## config.mk

```make
export PLATFORM = sky130hd
export DESIGN_NAME = tppm_meter
export DESIGN_NICKNAME = d
export VERILOG_FILES = /design/src/rtl/tppm_pkg.sv /design/src/rtl/tppm_edge.sv /design/src/rtl/tppm_window.sv /design/src/rtl/tppm_accum.sv /design/src/rtl/tppm_meter.sv
export SDC_FILE = /design/constraint.sdc
export NUM_CORES = 1
export LEC_CHECK = 0
export BUFFER_PORTS_ARGS = -buffer_cell sky130_fd_sc_hd__buf_2
export CORE_ASPECT_RATIO = 0.8
export CORE_MARGIN = 5
export CORE_UTILIZATION = 55
export CTS_CLUSTER_DIAMETER = 50
export DETAILED_ROUTE_END_ITERATION = 10
export PLACE_DENSITY = 0.8
export REMOVE_ABC_BUFFERS = 1
export SLEW_MARGIN = 20
export SYNTH_ARGS = -nofsm -noshare
export SYNTH_HDL_FRONTEND = slang
export SYNTH_SLANG_ARGS = --single-unit
```

## constraint.sdc

```tcl
create_clock -name clk -period 8.6 [get_ports clk]
set_input_delay 0.43 -clock clk [delete_from_list [all_inputs] [get_ports clk]]
set_output_delay 0.43 -clock clk [all_outputs]
set_load 0.02 [all_outputs]
```

## src/rtl/tppm_pkg.sv

```systemverilog
package tppm_pkg;

    localparam int unsigned TPPM_W = 32;

    typedef enum logic {
        EDGE_RISE = 1'b0,
        EDGE_FALL = 1'b1
    } edge_sel_e;

    // running state of one measurement window
    typedef struct packed {
        logic              anchored;  // first selected edge seen
        logic [TPPM_W-1:0] elapsed;   // clocks since anchor edge
        logic [TPPM_W-1:0] last_at;   // elapsed value at latest later edge
        logic [TPPM_W-1:0] tally;     // selected edges after the anchor
    } meas_t;

    typedef struct packed {
        logic [TPPM_W-1:0] span;
        logic [TPPM_W-1:0] count;
    } result_t;

    function automatic logic [TPPM_W-1:0] floor_len(
        input logic [TPPM_W-1:0] req,
        input int unsigned       lowest
    );
        return (req < TPPM_W'(lowest)) ? TPPM_W'(lowest) : req;
    endfunction

endpackage

```

## src/rtl/tppm_edge.sv

```systemverilog
module tppm_edge
    import tppm_pkg::*;
(
    input  logic      clk,
    input  logic      rst,
    input  logic      sig_in,
    input  logic      gate_in,
    input  edge_sel_e pol,
    output logic      sig_hit,
    output logic      gate_rise
);
    logic sig_q;
    logic gate_q;

    always_ff @(posedge clk) begin
        if (rst) begin
            sig_q  <= 1'b0;
            gate_q <= 1'b0;
        end else begin
            sig_q  <= sig_in;
            gate_q <= gate_in;
        end
    end

    always_comb begin
        if (pol == EDGE_FALL) sig_hit = sig_q & ~sig_in;
        else                  sig_hit = ~sig_q & sig_in;
        gate_rise = gate_in & ~gate_q;
    end

endmodule

```

## src/rtl/tppm_window.sv

```systemverilog
module tppm_window
    import tppm_pkg::*;
#(
    parameter int unsigned MIN_WIN = 2
) (
    input  logic              clk,
    input  logic              rst,
    input  logic              en,
    input  logic              wait_trig,
    input  logic              trig_any,
    input  logic [TPPM_W-1:0] win_len,
    output logic              active,
    output logic              win_open,
    output logic              win_close
);
    logic              run_q;
    logic [TPPM_W-1:0] left_q;
    logic [TPPM_W-1:0] len_q;
    logic              start_now;
    logic [TPPM_W-1:0] len_eff;

    always_comb begin
        len_eff   = floor_len(win_len, MIN_WIN);
        start_now = en && !run_q && (!wait_trig || trig_any);
        win_close = en && run_q && (left_q == '0);
        win_open  = start_now || win_close;
        active    = en && (run_q || start_now);
    end

    always_ff @(posedge clk) begin
        if (rst) begin
            run_q  <= 1'b0;
            left_q <= '0;
            len_q  <= TPPM_W'(MIN_WIN);
        end else if (!en) begin
            run_q  <= 1'b0;
        end else if (win_open) begin
            run_q  <= 1'b1;
            len_q  <= len_eff;
            left_q <= len_eff - 1'b1;
        end else if (run_q) begin
            left_q <= left_q - 1'b1;
        end
    end

    AST_LEN_FLOOR: assert property (@(posedge clk) disable iff (rst)
        run_q |-> (len_q >= TPPM_W'(MIN_WIN)));
    AST_COUNT_RANGE: assert property (@(posedge clk) disable iff (rst)
        run_q |-> (left_q < len_q));
    AST_STOP_ON_DISABLE: assert property (@(posedge clk) disable iff (rst)
        !en |=> !run_q);
    AST_HOLD_FOR_START: assert property (@(posedge clk) disable iff (rst)
        (!run_q && wait_trig && !trig_any) |=> !run_q);

endmodule

```

## src/rtl/tppm_accum.sv

```systemverilog
module tppm_accum
    import tppm_pkg::*;
(
    input  logic    clk,
    input  logic    rst,
    input  logic    active,
    input  logic    win_open,
    input  logic    win_close,
    input  logic    hit,
    output result_t result,
    output logic    done
);
    meas_t cur_q;
    meas_t base;

    // a window boundary clears the state before this clock's edge is applied
    always_comb begin
        base = win_open ? '0 : cur_q;
    end

    always_ff @(posedge clk) begin
        if (rst) begin
            cur_q  <= '0;
            result <= '0;
            done   <= 1'b0;
        end else begin
            done <= win_close;
            if (win_close) begin
                result.span  <= (cur_q.tally != '0) ? cur_q.last_at : '0;
                result.count <= cur_q.tally;
            end
            if (!active) begin
                cur_q <= '0;
            end else if (hit && !base.anchored) begin
                cur_q.anchored <= 1'b1;
                cur_q.elapsed  <= '0;
                cur_q.last_at  <= '0;
                cur_q.tally    <= '0;
            end else if (hit) begin
                cur_q.anchored <= 1'b1;
                cur_q.elapsed  <= base.elapsed + 1'b1;
                cur_q.last_at  <= base.elapsed + 1'b1;
                cur_q.tally    <= base.tally + 1'b1;
            end else begin
                cur_q.anchored <= base.anchored;
                cur_q.elapsed  <= base.anchored ? base.elapsed + 1'b1 : '0;
                cur_q.last_at  <= base.last_at;
                cur_q.tally    <= base.tally;
            end
        end
    end

    AST_RESULTS_HOLD: assert property (@(posedge clk) disable iff (rst)
        !done |-> $stable(result));
    AST_SHORT_WINDOW_ZERO: assert property (@(posedge clk) disable iff (rst)
        (done && result.count == '0) |-> (result.span == '0));

endmodule

```

## src/rtl/tppm_meter.sv

```systemverilog
module tppm_meter
    import tppm_pkg::*;
#(
    parameter int unsigned MIN_WIN = 2
) (
    input  logic              clk,
    input  logic              rst,
    input  logic              en,
    input  logic              wait_trig,
    input  logic              trig_sw,
    input  logic              trig_hw,
    input  logic              gate_in,
    input  logic              sig_in,
    input  logic              edge_fall,
    input  logic [TPPM_W-1:0] win_len,
    output logic [TPPM_W-1:0] res_hi,
    output logic [TPPM_W-1:0] res_lo,
    output logic              done
);
    logic    sig_hit;
    logic    gate_rise;
    logic    active;
    logic    win_open;
    logic    win_close;
    result_t result;

    tppm_edge u_edge (
        .clk       (clk),
        .rst       (rst),
        .sig_in    (sig_in),
        .gate_in   (gate_in),
        .pol       (edge_sel_e'(edge_fall)),
        .sig_hit   (sig_hit),
        .gate_rise (gate_rise)
    );

    tppm_window #(.MIN_WIN(MIN_WIN)) u_window (
        .clk       (clk),
        .rst       (rst),
        .en        (en),
        .wait_trig (wait_trig),
        .trig_any  (trig_sw | trig_hw | gate_rise),
        .win_len   (win_len),
        .active    (active),
        .win_open  (win_open),
        .win_close (win_close)
    );

    tppm_accum u_accum (
        .clk       (clk),
        .rst       (rst),
        .active    (active),
        .win_open  (win_open),
        .win_close (win_close),
        .hit       (sig_hit),
        .result    (result),
        .done      (done)
    );

    assign res_hi = result.span;
    assign res_lo = result.count;

    AST_DONE_SINGLE: assert property (@(posedge clk) disable iff (rst)
        done |=> !done);

endmodule

```

==> results of run 1 <==
critical path, delay by kind of cell (launching register included):
kind                     cells  cell delay [ps]
AND/OR/NAND/NOR              7             1970
AO/OA/AOI/OAI                4              940
multiplexers                 1              360
flip-flops                   1              350
buffers and inverters        1              350
adder cells (fa/ha/maj)      1              310
worst max path at each step:
stage,cells after the start,slack (ps),end
floorplan,13,2220,u_window.left_q[22]$_SDFFE_PP0P_
global placement,15,4380,u_window.left_q[22]$_SDFFE_PP0P_
detailed placement,15,4280,u_window.left_q[22]$_SDFFE_PP0P_
CTS,14,4370,u_window.left_q[22]$_SDFFE_PP0P_
global route,14,3860,u_window.left_q[26]$_SDFFE_PP0P_
finish,14,4240,u_window.left_q[22]$_SDFFE_PP0P_
layer usage:
metal	global-route usage [%]	wire length [um]	vias up	share of wire [%]
met5	0	0	-	0
met4	8.010	480	0	1.9
met3	6.673	2007	34	8.1
met2	37.88	10990	355	44
met1	34.41	11370	4082	46
li1	-	-	4337	-
power groups by stage:
stage / logic, uW / registers, uW / clock network [uW]
global route: 251 / 951 / 857
CTS: 225 / 947 / 809
detailed placement: 223 / 968 / 0
global placement: 221 / 967 / 0
finish: 231 / 948 / 799
floorplan: 151 / 964 / 0
sequential cells by signal, indices dropped and copies added (netlist names):
name / flops
u_edge.sig_q: 1
u_accum.cur_q: 97
u_window.run_q: 1
u_window.left_q: 32
u_accum.done: 1
u_accum.result: 64
u_edge.gate_q: 1
placed cells by master (no fill, tap or decap), types with 33 or more instances in the layout:
master   Yosys  layout
dfxtp_1    197     197
nor2_1     191     188
nand2_1    174     173
buf_2       11     104
a21oi_1     76      76
nand3_1     45      45
a22oi_1     36      36
xor2_1      35      35
o21ai_0     33      33
xnor2_1     33      33
kinds of logic (layout without fill, tap and decap cells):
| logic type | after synthesis | after routing | share of synthesized area [%] |
|---|---|---|---|
| AOI/OAI and AO/OA | 255 | 255 | 18.14 |
| xor gates and xnor gates | 68 | 68 | 6.340 |
| adders and majority gates | 3 | 3 | 0.3996 |
| buffers and inverters | 86 | 164 | 3.676 |
| DFF | 197 | 197 | 41.98 |
| muxes | 13 | 13 | 1.452 |
| and+or+nand+nor | 562 | 562 | 28.01 |
cell type report:
cell class / count / area (um2) / area share [%]
clock buffers: 19 / 452.9 / 4.263
inverters: 14 / 52.55 / 0.4946
multi-input cells: 901 / 5134 / 48.32
clock inverters: 13 / 141.4 / 1.331
flip-flops and latches: 197 / 3944 / 37.12
repair buffers: 118 / 625.6 / 5.888
well taps: 220 / 275.3 / 2.591
stage by stage:
step                      hold WS [ps]  worst slack, ps  util, %
after floorplan                  431.6             2216        -
after global placement           436.4             4378    60.21
after detailed placement         441.6             4281    60.21
after CTS                        210.5             4366    63.78
after global routing             252.6             3857    63.78
final                            227.2             4236    63.78
==> results.yml, run 1 <==
critical_path:
  slowest_stage: "nor4_1"
  cp-start-kind: "flop"
  r2r_end: "u_window.left_q[22]$_SDFFE_PP0P_"
  arrival_ps: 4730
  cp.required_ps: 8960
  crit_path_cell_trace: "nor4_1 -> and3_1 -> nand4_1 -> buf_4 -> nand2_2 -> nand3b_1 -> o21ai_0 -> ha_1 -> nand3_1 -> nor3_1 -> o221ai_1 -> a21oi_1 -> mux2_2 -> a31oi_1"
  end_kind: "flop"
  crit_start: "u_window.left_q[0]$_SDFFE_PP0P_"
  path_max_fanout: 67
  critical_path_class: "flop to flop"
  worstReg2RegStart: "u_window.left_q[0]$_SDFFE_PP0P_"
  reg2regPathDepth: 14
  reg2reg_slack_ps: 4240
  critPathMaxStageDelay_ps: 700
clocking:
  ctsLongestPathBuffers: 2
  clk_latency_ps: 440
  cts_buffers: 17
  cts_hold_buf: 0
  cts_sinks: 197
  htreeDepth: 4
  root_buffer: "clkbuf_16"
  cts.repair.resized: 0
  cts_tree: "yes"
  post_cts_buffers: 0
  clk_pin_slew_ps: 70
power_and_ir_drop:
  p_comb_share_pct: 11.7
  ir_drop_mv: 0.1538
  p_seq_share_pct: 47.9
  p_leak_uw: 0.003768
  power.switching_uw: 547.9
  clkPwrFrac_pct: 40.4
  p_total_uw: 1977
  switching_share_pct: 27.71
  internal_power_uw: 1429
  powerDensity_mw_per_mm2: 186.1
sta:
  fmax_mhz: 229.2
  tns_ps: 0
  period_minus_slack_ps: 4364
  finalClockSkew_ps: 6.901
  setup_violations: 0
  hold_viol: 0
  tightest_slew_ps: 818.1
  finalCritPeriodShare_pct: 50.74
  report.final.slew_viol_count: 0
  slew-limit-headroom_pct: 44.89
  rsz0062_at_grt: "false"
logic_synthesis:
  synth_edf_count: 0
  synth_top_cell_by_area: "dfxtp_1"
  synth_common_cells: "dfxtp_1 (197), nor2_1 (191), nand2_1 (174)"
  yosysUniqueCellTypes: 72
  yosys_register_bits: 197
  synth_warnings: 0
  async_flop_share_pct: 0
  ys_seq_area_share_pct: 41.98
  synth_area_leaders: "dfxtp_1 (42%), nor2_1 (7.6%), nand2_1 (7.0%), a21oi_1 (4.0%), xor2_1 (3.3%)"
  synth_area_mm2: 0.009394
  syn_inst: 1184
  synthFlopType: "dfxtp_1"
  yosysMostFrequentCell: "dfxtp_1"
  syn_area_per_cell_um2: 7.934
  netlist.area_leader.share_pct: 41.98
route:
  drt_first_pass_iters: 6
  totalWireLength_um: 24850
  vias: 8808
  wl_per_cell_um: 16.77
  routed_via_density: 5.943
  drc: 0
  drtAntennaViolNets: 0
  drt_iter0_markers: 893
floorplanning:
  core_mm2: 0.01666
  die_h_um: 126.9
  rows: 42
  initial_utilization_pct: 56.39
  dieArea_mm2: 0.01981
  ios: 106
  die_w_um: 156.1
global_routing:
  grt_pass1_vias: 8144
  antenna_found_initial: 0
  grt_util_all_layers_pct: 24.85
  grt_overflow_total: 0
  grt_max_degree: 69
  grt_first_pass_wirelength_um: 40630
worst_hold_path:
  whs_endpoint: "u_edge.gate_q$_SDFF_PP0_"
  hold_path_startpoint: "gate_in"
  hold_depth: 2
  hold_path_class: "input port to flop"
final_layout:
  drive_gt1_share_pct: 13.87
  n_fill_cell: 1423
  final_cell_area_mm2: 0.01063
  antenna_cells: 0
  layoutNonFillerInstCount: 1482
  nNetsFinal: 1293
  syn_to_final_growth_pct: 13.11
status:
  status: "finished clean"
place:
  io_buffers: 105
  dp_hpwl_um: 16290
  gp_routability_congestion: 0.9382
  placed_area_mm2: 0.01003
  post-place-cells: 1450
job:
  max_cap_viol_count: 0
Note: power is estimated with default switching activity, not from simulation.
==> run 2, diff against run 1 <==
Clock period 8.6 ns to 4.15 ns, I/O delays scaled along.
==> results.yml, run 2 (synthesis results as in run 1) <==
global_routing:
  grt_util_all_layers_pct: 25.55
  grt_max_degree: 69
  grt_overflow_total: 0
  antenna_found_initial: 0
  grt_first_pass_wirelength_um: 41770
  grt_pass1_vias: 8314
route:
  totalWireLength_um: 25560
  routed_via_density: 6.049
  drtAntennaViolNets: 0
  drc: 0
  wl_per_cell_um: 17.12
  vias: 9031
  drt_first_pass_iters: 5
  drt_iter0_markers: 992
place:
  dp_slack_ps: 219.3
  io_buffers: 105
  dp_hpwl_um: 16930
  gp_routability_congestion: 0.9207
clocking:
  cts_sinks: 197
  cts_tree: "yes"
  root_buffer: "clkbuf_16"
  clk_pin_slew_ps: 70
  clk_latency_ps: 440
  htreeDepth: 4
  post_cts_buffers: 0
  cts_buffers: 17
  ctsLongestPathBuffers: 2
critical_path:
  cp.required_ps: 4510
  crit_start: "u_window.left_q[16]$_SDFFE_PP0P_"
  cp-start-kind: "flop"
  end_kind: "flop"
  worstReg2RegStart: "u_window.left_q[16]$_SDFFE_PP0P_"
  reg2regPathDepth: 13
  r2r_end: "u_window.left_q[22]$_SDFFE_PP0P_"
  path_common_cell: "a21oi_1"
  arrival_ps: 4160
  reg2reg_slack_ps: 350
  endpoint: "u_window.left_q[22]$_SDFFE_PP0P_"
  critical_path_class: "flop to flop"
  critPathMaxStageDelay_ps: 420
  path_max_fanout: 9
  slowest_stage: "nor4_4"
  crit_path_cell_trace: "nor4_4 -> nand4_1 -> nor4_1 -> buf_4 -> nor2_4 -> a21oi_1 -> ha_1 -> nand3_1 -> nor3_1 -> o221ai_2 -> a21oi_1 -> mux2_2 -> a31oi_1"
sta:
  rsz0062_at_grt: "false"
  report.final.slew_viol_count: 0
  tns_ps: 0
  setup_violations: 0
  finalClockSkew_ps: 6.046
  period_minus_slack_ps: 3802
  fin_hold_ws_ps: 59.91
  tightest_slew_ps: 887.5
  fmax_mhz: 263.0
  finalCritPeriodShare_pct: 91.62
  hold_viol: 0
  final.setup.worst_slack_ps: 347.7
  slew-limit-headroom_pct: 40.21
final_layout:
  final_util_pct: 64.33
  syn_to_final_growth_pct: 14.08
  antenna_cells: 0
  reg_top3: "u_accum.cur_q (97), u_accum.result (64), u_window.left_q (32)"
  final_cell_mix: "dfxtp_1 (197), nor2_1 (188), nand2_1 (173)"
  final_common_cell: "dfxtp_1"
  largest_register: "u_accum.cur_q"
  drive_gt1_share_pct: 14.61
  largest_register_ffs: 97
  nNetsFinal: 1304
floorplanning:
  die_w_um: 156.1
  rows: 42
  dieArea_mm2: 0.01981
  die_h_um: 126.9
  initial_utilization_pct: 56.39
  ios: 106
  core_mm2: 0.01666
job:
  max_cap_viol_count: 0
power_and_ir_drop:
  powerDensity_mw_per_mm2: 383.6
  p_leak_uw: 0.003824
  ir_drop_mv: 0.2377
worst_hold_path:
  hold_path_class: "input port to flop"
status:
  status: "finished clean"
run 2: cell count changes in the layout (fill, tap and decap cells not counted), sizes merged:
cell | before | now
inv | 20 | 19
clkinvlp | 2 | 1
clkbuf | 19 | 18
dlygate4sd3 | 0 | 1
clkinv | 4 | 7
buf | 118 | 128
run 2: how the worst min path moves through the flow:
stage | startpoint | cells past startpoint | end
after global placement | u_accum.result[25]$_SDFFE_PP0P_ | 2 | u_accum.result[25]$_SDFFE_PP0P_
after detailed placement | u_accum.result[1]$_SDFFE_PP0P_ | 2 | u_accum.result[1]$_SDFFE_PP0P_
after floorplan | rst | 1 | u_window.left_q[9]$_SDFFE_PP0P_
after CTS | win_len[21] | 3 | u_window.left_q[21]$_SDFFE_PP0P_
after global routing | win_len[21] | 3 | u_window.left_q[21]$_SDFFE_PP0P_
final | win_len[21] | 3 | u_window.left_q[21]$_SDFFE_PP0P_
run 2: timing repair:
action / CTS / global route
gates resized for setup: 0 / 2
endpoints found under the hold margin: 1 / 0
setup endpoints to repair: 0 / 3
hold buffers: 1 / 0
run 2: metal layers:
layer | track usage [%] | vias up | routed length, um
li1 | - | 4375 | -
met3 | 5.686 | 40 | 2198
met1 | 36.24 | 4250 | 11450
met4 | 8.418 | 0 | 424
met2 | 38.74 | 366 | 11490
met5 | 0 | - | 0
run 2: layout make-up:
| cell class | count | area (um2) |
|---|---|---|
| fill | 1412 | 5942 |
| multi-input combinational | 901 | 5149 |
| sequential | 197 | 3944 |
| timing repair buffer | 129 | 710.7 |
| clock buffer | 18 | 439.2 |
| tap | 220 | 275.3 |
| clock inverter | 14 | 146.4 |
| inverter | 14 | 52.55 |
run 2: report_power, final:
| part | switching, uW | internal [uW] | leakage, uW |
|---|---|---|---|
| clock | 782 | 865 | 0.000289 |
| sequential | 43.3 | 1920 | 0.00159 |
| combinational | 329 | 168 | 0.00194 |
| total | 1150 | 2960 | 0.00382 |
run 2: through the flow:
stage	power (uW)	cells	area (um2)
global placement	2474	1460	10110
finish	4111	1493	10720
floorplan	2309	1112	9101
detailed placement	2482	1460	10110
global route	4265	1493	10720
CTS	4110	1493	10700
run 2: worst max-delay path: cells and delay by family (launching register included):
kind                     cells  cell delay (ps)
flip-flops                   1              410
multiplexers                 1              360
adder cells (fa/ha/maj)      1              310
AO/OA/AOI/OAI                4              920
buffers and inverters        1              220
AND/OR/NAND/NOR              6             1520
==> run 3, diff against run 2 <==
Settings changed: ABC_AREA from default to 1, PLACE_DENSITY 0.8 to 0.79.
==> results.yml, run 3 <==
status:
  status: "finished clean"
final_layout:
  drive_gt1_share_pct: 13.08
  final_cell_mix: "nand2_1 (496), nor2_1 (222), inv_1 (219)"
  nNetsFinal: 1829
  layoutNonFillerInstCount: 2055
  final_common_cell: "nand2_1"
  largest_register: "u_accum.cur_q"
  reg_top3: "u_accum.cur_q (97), u_accum.result (64), u_window.left_q (32)"
  syn_to_final_growth_pct: 11.87
  largest_register_ffs: 97
  final_cell_area_mm2: 0.01207
  antenna_cells: 0
global_routing:
  grt_max_degree: 66
  grt_util_all_layers_pct: 25.70
  antenna_found_initial: 0
  grt_overflow_total: 0
  grt_first_pass_wirelength_um: 48390
  grt_pass1_vias: 9850
clocking:
  clk_latency_ps: 450
  cts.repair.resized: 0
  clk_pin_slew_ps: 80
  ctsLongestPathBuffers: 2
  cts_sinks: 197
  cts_tree: "yes"
  root_buffer: "clkbuf_16"
  cts_buffers: 17
  htreeDepth: 4
  post_cts_buffers: 0
sta:
  slew-limit-headroom_pct: 29.13
  hold_viol: 0
  report.final.slew_viol_count: 0
  final.setup.worst_slack_ps: 629.4
  tightest_slew_ps: 1063
  finalCritPeriodShare_pct: 84.83
  finalClockSkew_ps: 16.75
  period_minus_slack_ps: 3521
  fmax_mhz: 284.0
  setup_violations: 0
  rsz0062_at_grt: "false"
  tns_ps: 0
route:
  drtAntennaViolNets: 0
  vias: 10972
  drc: 0
  routed_via_density: 5.339
  drt_iter0_markers: 1156
  totalWireLength_um: 29670
  drt_first_pass_iters: 6
  wl_per_cell_um: 14.44
worst_hold_path:
  hold_path_class: "input port to flop"
logic_synthesis:
  yosysMostFrequentCell: "nand2_1"
  synthAdderAreaFrac_pct: 0.3478
  syn_inst: 1709
  async_flop_share_pct: 0
  synth.area.mux_share_pct: 0
  yosysUniqueCellTypes: 46
  synth_top_cell_by_area: "dfxtp_1"
  synthSimpleGateAreaFrac_pct: 39.72
  ys_seq_area_share_pct: 36.54
  synth_common_cells: "nand2_1 (496), nor2_1 (223), inv_1 (219)"
  synth_top_family_by_area: "simple AND/OR/NAND/NOR gates"
  synth_warnings: 0
  synth_xor_area_share_pct: 1.461
  yosys_register_bits: 197
  synth_area_leaders: "dfxtp_1 (37%), nand2_1 (17%), nor2_1 (7.8%), inv_1 (7.6%), a21oi_1 (6.4%)"
  synthFlopType: "dfxtp_1"
  netlist.area_leader.share_pct: 36.54
  syn_area_per_cell_um2: 6.315
  synth-compound-area-share_pct: 11.19
  synth_edf_count: 0
  synth_area_mm2: 0.01079
power_and_ir_drop:
  p_seq_share_pct: 46.9
  p_comb_share_pct: 12.1
  powerDensity_mw_per_mm2: 343.2
  clkPwrFrac_pct: 41.0
  p_leak_uw: 0.005135
  ir_drop_mv: 0.2730
  power.switching_uw: 1193
  internal_power_uw: 2950
  switching_share_pct: 28.80
place:
  io_buffers: 105
  post-place-cells: 2022
  gp_routability_congestion: 0.9993
  placed_area_mm2: 0.01146
  dp_slack_ps: 810.1
  dp_hpwl_um: 21720
critical_path:
  critical_path_class: "flop to flop"
  path_max_fanout: 45
  cp.required_ps: 4510
  end_kind: "flop"
  arrival_ps: 3880
  cp-start-kind: "flop"
floorplanning:
  rows: 45
  dieArea_mm2: 0.02254
  initial_utilization_pct: 56.37
  die_h_um: 135.3
  core_mm2: 0.01914
  die_w_um: 166.6
  ios: 106
job:
  max_cap_viol_count: 0
==> run 3: cell types whose count changed after synthesis, moves of 32 or more <==
cell | before | now
nand2_1 | 174 | 496
inv_1 | 14 | 219
nand3_1 | 45 | 136
a21oi_1 | 76 | 137
o21ai_0 | 33 | 76
a22oi_1 | 36 | 0
nor2_1 | 191 | 223
==> run 3: path summary, 6_finish.rpt <==
path	from	to	slack [ps]	cells past startpoint
min	rst	u_window.run_q$_SDFFE_PP0P_	90	2
max reg2reg	u_window.left_q[24]$_SDFFE_PP0P_	u_accum.cur_q[42]$_SDFFE_PP0P_	630	15
min reg2reg	u_accum.cur_q[64]$_SDFF_PP0_	u_accum.cur_q[64]$_SDFF_PP0_	440	1
max	u_window.left_q[24]$_SDFFE_PP0P_	u_accum.cur_q[42]$_SDFFE_PP0P_	630	15
==> run 3: power by group through the flow <==
stage | combinational (uW) | sequential (uW) | clock (uW)
6_report | 503 | 1940 | 1700
5_1_grt | 560 | 1940 | 1780
4_1_cts | 493 | 1940 | 1710
3_5_place_dp | 487 | 1980 | 0
3_3_place_gp | 484 | 1980 | 0
2_1_floorplan | 332 | 1980 | 0
==> run 3: area by class of cell <==
class | instances | area, um2
clock buffer | 20 | 456.7
clock inverter | 11 | 140.1
fill | 1870 | 7071
inverter | 222 | 833.3
multi-input combinational | 1225 | 5705
sequential | 197 | 3944
tap | 258 | 322.8
timing repair buffer | 122 | 670.6
==> run 3: through the flow <==
step	hold slack [ps]	total power [uW]	utilization, %
after global placement	402.4	2467	59.84
final	85.41	4143	63.07
after floorplan	276.6	2311	-
after detailed placement	407.4	2471	59.84
after CTS	84.00	4142	63.07
after global routing	87.56	4285	63.07
==> run 3: worst max-delay path: stages (launching register included) <==
cell	delay (ps)
dfxtp_1	340
nor2_1	110
nand3_1	110
nor2_1	150
nand2_1	170
o21bai_4	710
buf_12	370
nor2_1	130
ha_1	230
nand3_1	170
inv_1	90
nand2_2	210
nor2_1	130
xnor2_1	270
nand2_1	90
a21oi_1	140
==> run 3: timing repair <==
item / CTS / global route
hold buffers: 2 / 0
setup endpoints to repair: 0 / 0
endpoints found under the hold margin: 2 / 0
==> run 3: kinds of logic after synthesis <==
logic type,Yosys count
and+or+nand+nor,972
buffers and inverters,287
AOI/OAI and AO/OA,232
adders and majority gates,3
DFF,197
xor gates and xnor gates,18
==> run 3: per-layer routing <==
metal	part of all wire (%)	up-vias	track usage, %
li1	-	5532	-
met1	48	4994	37.26
met2	43	413	39.82
met3	8.0	33	5.222
met4	1.2	0	5.498
met5	0	-	0
